`src/rtl/imv_pkg.sv`:
```
package imv_pkg;
  typedef enum logic [1:0] {
    ST_IDLE = 2'd0,
    ST_RUN  = 2'd1,
    ST_DONE = 2'd2
  } imv_state_e;

  localparam logic [1:0] IW_XLEN = 2'd0;
  localparam logic [1:0] IW_8    = 2'd1;
  localparam logic [1:0] IW_16   = 2'd2;
  localparam logic [1:0] IW_32   = 2'd3;
endpackage

```
`src/rtl/imv_decode.sv`:
```
module imv_decode (
  input  logic [6:0] funct7_i,
  output logic       valid_o,
  output logic       fp_o,
  output logic [1:0] iw_o
);
  assign valid_o = (funct7_i[6:5] == 2'b00) && !funct7_i[2] && !funct7_i[0];
  assign fp_o    = funct7_i[1];
  assign iw_o    = funct7_i[4:3];
endmodule

```
`src/rtl/imv_seq.sv`:
```
module imv_seq
  import imv_pkg::*;
#(
  parameter int VL_W  = 5,
  parameter int SUB_W = 3,
  parameter int E_W   = 7
) (
  input  logic             clk_i,
  input  logic             rst_ni,
  input  logic             start_i,
  input  logic             cmd_ok_i,
  input  logic [VL_W-1:0]  vl_i,
  input  logic [SUB_W-1:0] subvl_i,
  output logic             accept_o,
  output logic             run_o,
  output logic             busy_o,
  output logic             done_o,
  output logic [VL_W-1:0]  outer_o,
  output logic [SUB_W-1:0] inner_o,
  output logic [E_W-1:0]   elem_o,
  output logic [SUB_W-1:0] subvl_o
);
  imv_state_e       state_q;
  logic [VL_W-1:0]  vl_q, outer_q;
  logic [SUB_W-1:0] subvl_q, inner_q;
  logic [E_W-1:0]   elem_q;
  logic             inner_last, last;

  assign accept_o   = start_i && (state_q == ST_IDLE);
  assign inner_last = (inner_q == subvl_q - SUB_W'(1));
  assign last       = inner_last && (outer_q == vl_q - VL_W'(1));

  always_ff @(posedge clk_i or negedge rst_ni) begin
    if (!rst_ni) begin
      state_q <= ST_IDLE;
      vl_q    <= '0;
      subvl_q <= '0;
      outer_q <= '0;
      inner_q <= '0;
      elem_q  <= '0;
    end else begin
      unique case (state_q)
        ST_IDLE: if (accept_o) begin
          vl_q    <= vl_i;
          subvl_q <= subvl_i;
          outer_q <= '0;
          inner_q <= '0;
          elem_q  <= '0;
          if (!cmd_ok_i || vl_i == '0 || subvl_i == '0) state_q <= ST_DONE;
          else                                         state_q <= ST_RUN;
        end
        ST_RUN: begin
          elem_q <= elem_q + E_W'(1);
          if (inner_last) begin
            inner_q <= '0;
            outer_q <= outer_q + VL_W'(1);
          end else begin
            inner_q <= inner_q + SUB_W'(1);
          end
          if (last) state_q <= ST_DONE;
        end
        ST_DONE: state_q <= ST_IDLE;
        default: state_q <= ST_IDLE;
      endcase
    end
  end

  assign run_o   = (state_q == ST_RUN);
  assign busy_o  = (state_q != ST_IDLE);
  assign done_o  = (state_q == ST_DONE);
  assign outer_o = outer_q;
  assign inner_o = inner_q;
  assign elem_o  = elem_q;
  assign subvl_o = subvl_q;

  p_done_pulse_r6: assert property (@(posedge clk_i) disable iff (!rst_ni)
    done_o |=> !done_o);

  p_start_ignored_r9: assert property (@(posedge clk_i) disable iff (!rst_ni)
    (busy_o && start_i && !done_o) |=> busy_o);
endmodule

```
`src/rtl/imv_index.sv`:
```
module imv_index
  import imv_pkg::*;
#(
  parameter int XLEN = 32,
  parameter int AW   = 5,
  parameter int KW   = 7
) (
  input  logic [1:0]      iw_i,
  input  logic [AW-1:0]   idx_base_i,
  input  logic [KW-1:0]   k_i,
  input  logic [XLEN-1:0] rdata_i,
  output logic [AW-1:0]   raddr_o,
  output logic [XLEN-1:0] val_o
);
  localparam int XB  = XLEN / 8;
  localparam int XSH = $clog2(XB);
  localparam int BW  = KW + XSH;

  logic [BW-1:0]   boff, word;
  logic [XSH-1:0]  lane;
  logic [XLEN-1:0] shifted;

  always_comb begin
    unique case (iw_i)
      IW_8:    boff = BW'(k_i);
      IW_16:   boff = BW'(k_i) << 1;
      IW_32:   boff = BW'(k_i) << 2;
      default: boff = BW'(k_i) << XSH;
    endcase
  end

  assign word    = boff >> XSH;
  assign lane    = boff[XSH-1:0];
  assign raddr_o = idx_base_i + AW'(word);
  assign shifted = rdata_i >> {lane, 3'b000};

  always_comb begin
    unique case (iw_i)
      IW_8:    val_o = XLEN'(shifted[7:0]);
      IW_16:   val_o = XLEN'(shifted[15:0]);
      IW_32:   val_o = XLEN'(shifted[31:0]);
      default: val_o = shifted;
    endcase
  end
endmodule

```
`src/rtl/idx_move_unit.sv`:
```
module idx_move_unit
  import imv_pkg::*;
#(
  parameter int XLEN      = 32,
  parameter int NREG      = 32,
  parameter int MAX_VL    = 16,
  parameter int MAX_SUBVL = 4,
  parameter int AW        = $clog2(NREG),
  parameter int VL_W      = $clog2(MAX_VL + 1),
  parameter int SUB_W     = $clog2(MAX_SUBVL + 1)
) (
  input  logic             clk_i,
  input  logic             rst_ni,
  input  logic             start_i,
  input  logic [6:0]       funct7_i,
  input  logic [AW-1:0]    base_reg_i,
  input  logic [AW-1:0]    idx_reg_i,
  input  logic [AW-1:0]    rd_i,
  input  logic [VL_W-1:0]  vl_i,
  input  logic [SUB_W-1:0] subvl_i,
  input  logic             subvl_mode_i,
  output logic [AW-1:0]    idx_raddr_o,
  input  logic [XLEN-1:0]  idx_rdata_i,
  output logic [AW-1:0]    src_raddr_o,
  input  logic [XLEN-1:0]  src_rdata_i,
  output logic             wr_en_o,
  output logic [AW-1:0]    wr_addr_o,
  output logic [XLEN-1:0]  wr_data_o,
  output logic             fp_o,
  output logic             busy_o,
  output logic             done_o,
  output logic             err_o
);
  localparam int E_W = $clog2(MAX_VL * MAX_SUBVL + 1);
  localparam int SW  = XLEN + E_W + 2;

  logic             cmd_ok, dec_fp, accept, run;
  logic [1:0]       dec_iw;
  logic [VL_W-1:0]  outer;
  logic [SUB_W-1:0] inner, subvl_q;
  logic [E_W-1:0]   elem, k;
  logic [XLEN-1:0]  idx_val;
  logic [AW-1:0]    base_q, idx_q, rd_q;
  logic [1:0]       iw_q;
  logic             mode_q, fp_q, err_q;
  logic [SW-1:0]    sub_off, src_full;
  logic             src_ok;

  imv_decode u_dec (
    .funct7_i (funct7_i),
    .valid_o  (cmd_ok),
    .fp_o     (dec_fp),
    .iw_o     (dec_iw)
  );

  imv_seq #(.VL_W(VL_W), .SUB_W(SUB_W), .E_W(E_W)) u_seq (
    .clk_i    (clk_i),
    .rst_ni   (rst_ni),
    .start_i  (start_i),
    .cmd_ok_i (cmd_ok),
    .vl_i     (vl_i),
    .subvl_i  (subvl_i),
    .accept_o (accept),
    .run_o    (run),
    .busy_o   (busy_o),
    .done_o   (done_o),
    .outer_o  (outer),
    .inner_o  (inner),
    .elem_o   (elem),
    .subvl_o  (subvl_q)
  );

  always_ff @(posedge clk_i or negedge rst_ni) begin
    if (!rst_ni) begin
      base_q <= '0;
      idx_q  <= '0;
      rd_q   <= '0;
      iw_q   <= IW_XLEN;
      mode_q <= 1'b0;
      fp_q   <= 1'b0;
      err_q  <= 1'b0;
    end else if (accept) begin
      base_q <= base_reg_i;
      idx_q  <= idx_reg_i;
      rd_q   <= rd_i;
      iw_q   <= dec_iw;
      mode_q <= subvl_mode_i;
      fp_q   <= dec_fp;
      err_q  <= !cmd_ok;
    end else if (run && !src_ok) begin
      err_q  <= 1'b1;
    end
  end

  // subvector mode restarts the index position per subvector
  assign k = mode_q ? E_W'(inner) : elem;

  imv_index #(.XLEN(XLEN), .AW(AW), .KW(E_W)) u_idx (
    .iw_i       (iw_q),
    .idx_base_i (idx_q),
    .k_i        (k),
    .rdata_i    (idx_rdata_i),
    .raddr_o    (idx_raddr_o),
    .val_o      (idx_val)
  );

  assign sub_off  = mode_q ? SW'(outer) * SW'(subvl_q) : '0;
  assign src_full = SW'(base_q) + SW'(idx_val) + sub_off;
  assign src_ok   = (src_full <= SW'(NREG - 1));

  assign src_raddr_o = src_full[AW-1:0];
  assign wr_en_o     = run && src_ok;
  assign wr_addr_o   = rd_q + AW'(elem);
  assign wr_data_o   = src_rdata_i;
  assign fp_o        = fp_q;
  assign err_o       = err_q;

  p_dest_step_r2: assert property (@(posedge clk_i) disable iff (!rst_ni)
    (run && $past(run)) |-> (wr_addr_o == $past(wr_addr_o) + AW'(1)));

  p_src_above_base_r3: assert property (@(posedge clk_i) disable iff (!rst_ni)
    wr_en_o |-> (src_raddr_o >= base_q));

  p_err_sticky_r7: assert property (@(posedge clk_i) disable iff (!rst_ni)
    (err_o && !accept) |=> err_o);

  p_fp_stable_r8: assert property (@(posedge clk_i) disable iff (!rst_ni)
    (busy_o && $past(busy_o)) |-> $stable(fp_o));

  p_no_write_idle_r6: assert property (@(posedge clk_i) disable iff (!rst_ni)
    (!busy_o || done_o) |-> !wr_en_o);
endmodule

```
`config.mk`:
```
export PLATFORM = sky130hd
export DESIGN_NAME = idx_move_unit
export DESIGN_NICKNAME = d
export VERILOG_FILES = /design/src/rtl/imv_pkg.sv /design/src/rtl/imv_decode.sv /design/src/rtl/imv_seq.sv /design/src/rtl/imv_index.sv /design/src/rtl/idx_move_unit.sv
export SDC_FILE = /design/constraint.sdc
export NUM_CORES = 1
export LEC_CHECK = 0
export BUFFER_PORTS_ARGS = -buffer_cell sky130_fd_sc_hd__buf_2
export CAP_MARGIN = 20
export CORE_MARGIN = 5
export CORE_UTILIZATION = 35
export CTS_CLUSTER_DIAMETER = 120
export CTS_CLUSTER_SIZE = 30
export DETAILED_ROUTE_END_ITERATION = 10
export GPL_TIMING_DRIVEN = 0
export PLACE_DENSITY = 0.63
export SYNTH_ARGS = -nofsm -noshare
export SYNTH_HDL_FRONTEND = slang
export SYNTH_SLANG_ARGS = --single-unit
```
`constraint.sdc`:
```
create_clock -name clk_i -period 8.75 [get_ports clk_i]
set_input_delay 0.875 -clock clk_i [delete_from_list [all_inputs] [get_ports clk_i]]
set_output_delay 0.875 -clock clk_i [all_outputs]
set_load 0.02 [all_outputs]
```
==> run_results.csv <==
group,metric,value,unit
global_route,grt_max_degree,46,
drt,wire_per_inst,16.6,µm
synthesis,syn_nets,807,
critical_path,cp.arrival,6.79,ns
sta,drv_slew,0,
clock_tree,cts.clk_slew.worst_paths,0.06,ns
global_route,antenna_found_initial,0,
power_and_ir_drop,irDropWorstVdd,0.0883,mV
drt,viasPerCell,5.43,
critical_path,max_stage_delay,0.60,ns
synthesis,synth-edff-count,0,
global_route,grt_pass1_wl,25.7,mm
sta,setup_viol,0,
synthesis,ys_async_sr_fraction,100,%
place,hpwl,12.8,mm
clock_tree,cts_inserted_buffers,5,
die,die_area,0.0175,mm²
drt,drcViolationCount,0,
synthesis,syn-cell-area,0.00524,mm²
clock_tree,cts_tree,"yes",
die,num_rows,44,
synthesis,ys_ff_latch,45,
critical_path,worstPathRequired,7.88,ns
power_and_ir_drop,p_per_area,174,mW/mm²
final_layout,syn_to_final_growth,17.8,%
drt,vias,5244,
global_route,grt_pass1_vias,4993,
sta,hold_viol,0,
synthesis,syn_inst,664,
sta,setup_tns,0,ns
synthesis,yosysSeqAreaShare,21.5,%
final_layout,n_antenna_cell,0,
sta,period_share,87.6,%
sta,fin_crit,7.66,ns
clock_tree,clkSinkCount,45,
worst_hold_path,holdCritPathClass,"input port to async pin",
run_status,status,"finished, final reports clean",
power_and_ir_drop,total_power,0.00107,W
clock_tree,clk-insertion-delay-late,0.28,ns
clock_tree,hold_buffers,0,
final_layout,fill_cells,1542,
die,die_x,132,µm
clock_tree,cts_setup_buffers,0,
critical_path,crit_path_start_kind,"register",
sta,worstMarginPinSlew,0.803,ns
critical_path,worstPathMaxFanout,10,
drt,routed_wl,16.0,mm
global_route,grt_overflow_total,0,
die,coreArea,0.0146,mm²
final_layout,drive_gt1_share,22.7,%
synthesis,ys.flop_type,"dfrtp_1",
die,start_util,35.9,%
critical_path,crit_type,"register to primary output",
critical_path,end_kind,"primary output",
synthesis,yosysUniqueCellTypes,76,
sta,fmax,0.130,GHz
place,portBuffers,110,
flow_run,max_cap_viol_count,0,
clock_tree,cts_resized,0,
sta,max-slew-margin-rel,45.1,%
clock_tree,cts-root-buf,"clkbuf_16",
power_and_ir_drop,power.leakage,2.95,nW
die,die_h,132,µm
drt,drt-pass1-iter-count,5,
global_route,grt_usage,17.5,%
critical_path,crit_path_cell_trace,"inv_1 > ha_1 > buf_2 > clkbuf_1 > nand2_1 > clkbuf_1 > buf_1 > a211oi_1 > a31oi_1 > fa_1 > ha_1 > a211oi_1 > o21bai_1 > a221oi_1 > a221oi_4 > a2111o_1 > a2111oi_2 > o2111ai_1 > or2_1 > nor2_1 > buf_2",
final_layout,final_nets,925,
sta,rsz0062_at_grt,"no",
critical_path,critPathSlowestCell,"a221oi_1",
sta,skew,0.00540,ns
clock_tree,clockBufferDepth,2,
place,place.gp.congestion,0.957,
synthesis,ys.warnings.count,0,
drt,antenna_left,0,
clock_tree,htreeDepth,2,
drt,drtIter0Drc,403,
synthesis,syn_area_per_cell,7.89,µm²
die,ioPinCount,150,
registers in the layout, indices dropped and copies added, names as in the netlist:
signal         flops
u_seq.elem_o       7
base_q             5
idx_q              5
rd_q               5
u_seq.outer_o      5
u_seq.vl_q         5
u_seq.inner_o      3
u_seq.subvl_o      3
iw_q               2
u_seq.state_q      2
err_o              1
fp_o               1
mode_q             1
cell families after synthesis:
group,synth area share (%)
adder cells (fa/ha/maj),12.5
AO/OA/AOI/OAI,21.8
multiplexers,4.42
XOR/XNOR,5.85
buffers and inverters,10.4
AND/OR/NAND/NOR,23.7
flip-flops,21.5
cell usage in the layout, fill, tap and decap left out, types with 5 or more instances in the layout:
| master | count |
|---|---|
| o21ai_0 | 37 |
| a211oi_1 | 10 |
| mux2i_1 | 6 |
| a21o_1 | 9 |
| clkbuf_16 | 5 |
| inv_1 | 38 |
| dfrtp_1 | 45 |
| buf_4 | 32 |
| buf_2 | 115 |
| nand4_1 | 7 |
| fa_1 | 12 |
| nor2b_1 | 7 |
| xor2_1 | 10 |
| mux4_2 | 5 |
| nand3_1 | 24 |
| a21oi_1 | 22 |
| a22oi_1 | 8 |
| and3_1 | 14 |
| nand2_1 | 117 |
| and2_1 | 11 |
| nor2_1 | 39 |
| clkbuf_1 | 28 |
| ha_1 | 33 |
| nor3_1 | 15 |
| xnor2_1 | 25 |
| o211ai_1 | 5 |
| o21bai_1 | 5 |
| a31oi_1 | 7 |
cell type report:
cell class	instances	area (µm²)	area share, %
Multi-Input combinational cell	512	3570	57.9
Sequential cell	45	1130	18.2
Timing Repair Buffer	111	571	9.25
Buffer	69	400	6.49
Tap cell	184	230	3.73
Inverter	38	143	2.31
Clock buffer	5	125	2.03
Clock inverter	1	5.00	0.0811
metrics by stage:
stage / hold slack [ns] / worst slack, ns / util (%) / cells / area, µm²
2_1_floorplan: 0.450 / 2.61 / - / 664 / 5240
3_3_place_gp: 0.455 / 1.45 / 41.3 / 958 / 6020
3_5_place_dp: 0.469 / 1.47 / 41.3 / 958 / 6020
4_1_cts: 0.482 / 1.10 / 42.2 / 964 / 6150
5_1_grt: 0.482 / 0.606 / 42.3 / 965 / 6170
6_report: 0.462 / 1.09 / 42.3 / 965 / 6170
worst max-delay path, delay by kind of cell (launching register included):
kind                     cells  cell delay, ns
AND/OR/NAND/NOR              3            0.63
AO/OA/AOI/OAI                9            2.75
adder cells (fa/ha/maj)      3            1.07
flip-flops                   1            0.36
buffers and inverters        6            1.66
final timing paths:
check / start / to / slack [ns] / cells past startpoint
worst max register to register: iw_q[1] / err_o / 2.28 / 20
worst max-delay path: iw_q[1] / wr_en_o / 1.09 / 21
worst min register to register: rd_q[3] / rd_q[3] / 0.48 / 2
max in group asynchronous: rst_ni / u_seq.vl_q[3] / 7.81 / 2
min in group clk_i: rd_q[3] / rd_q[3] / 0.48 / 2
worst min-delay path: rst_ni / rd_q[2] / 0.46 / 1
Yosys cell counts, drive strengths merged, types with 5 or more instances:
cell / number / area (µm²)
a211oi: 10 / 75.1
a21o: 9 / 67.6
a21oi: 22 / 110
a22oi: 8 / 60.1
a31oi: 7 / 43.8
and2: 11 / 68.8
and3: 14 / 87.6
buf: 41 / 295
clkbuf: 28 / 105
dfrtp: 45 / 1130
fa: 12 / 240
ha: 33 / 413
inv: 38 / 143
mux2i: 8 / 96.3
mux4: 5 / 113
nand2: 117 / 439
nand3: 24 / 120
nand4: 7 / 43.8
nor2: 40 / 166
nor2b: 7 / 43.8
nor3: 15 / 75.1
nor4: 5 / 37.5
o211ai: 6 / 58.8
o21ai: 39 / 195
o21bai: 5 / 37.5
xnor2: 25 / 219
xor2: 10 / 87.6
report_power, final:
part	internal, W	switching [W]
registers	0.000240	0.0000308
clock network	0.000102	0.0000755
logic	0.000236	0.000390
total	0.000578	0.000496
per-layer routing:
metal | share of wire [%] | wire length (µm) | GRT usage [%]
met5 | 0 | 0 | 0
met4 | 1.6 | 250 | 3.45
met3 | 6.8 | 1090 | 2.98
met2 | 46 | 7310 | 27.9
met1 | 46 | 7360 | 25.1
(Power assumes the default switching activity.)
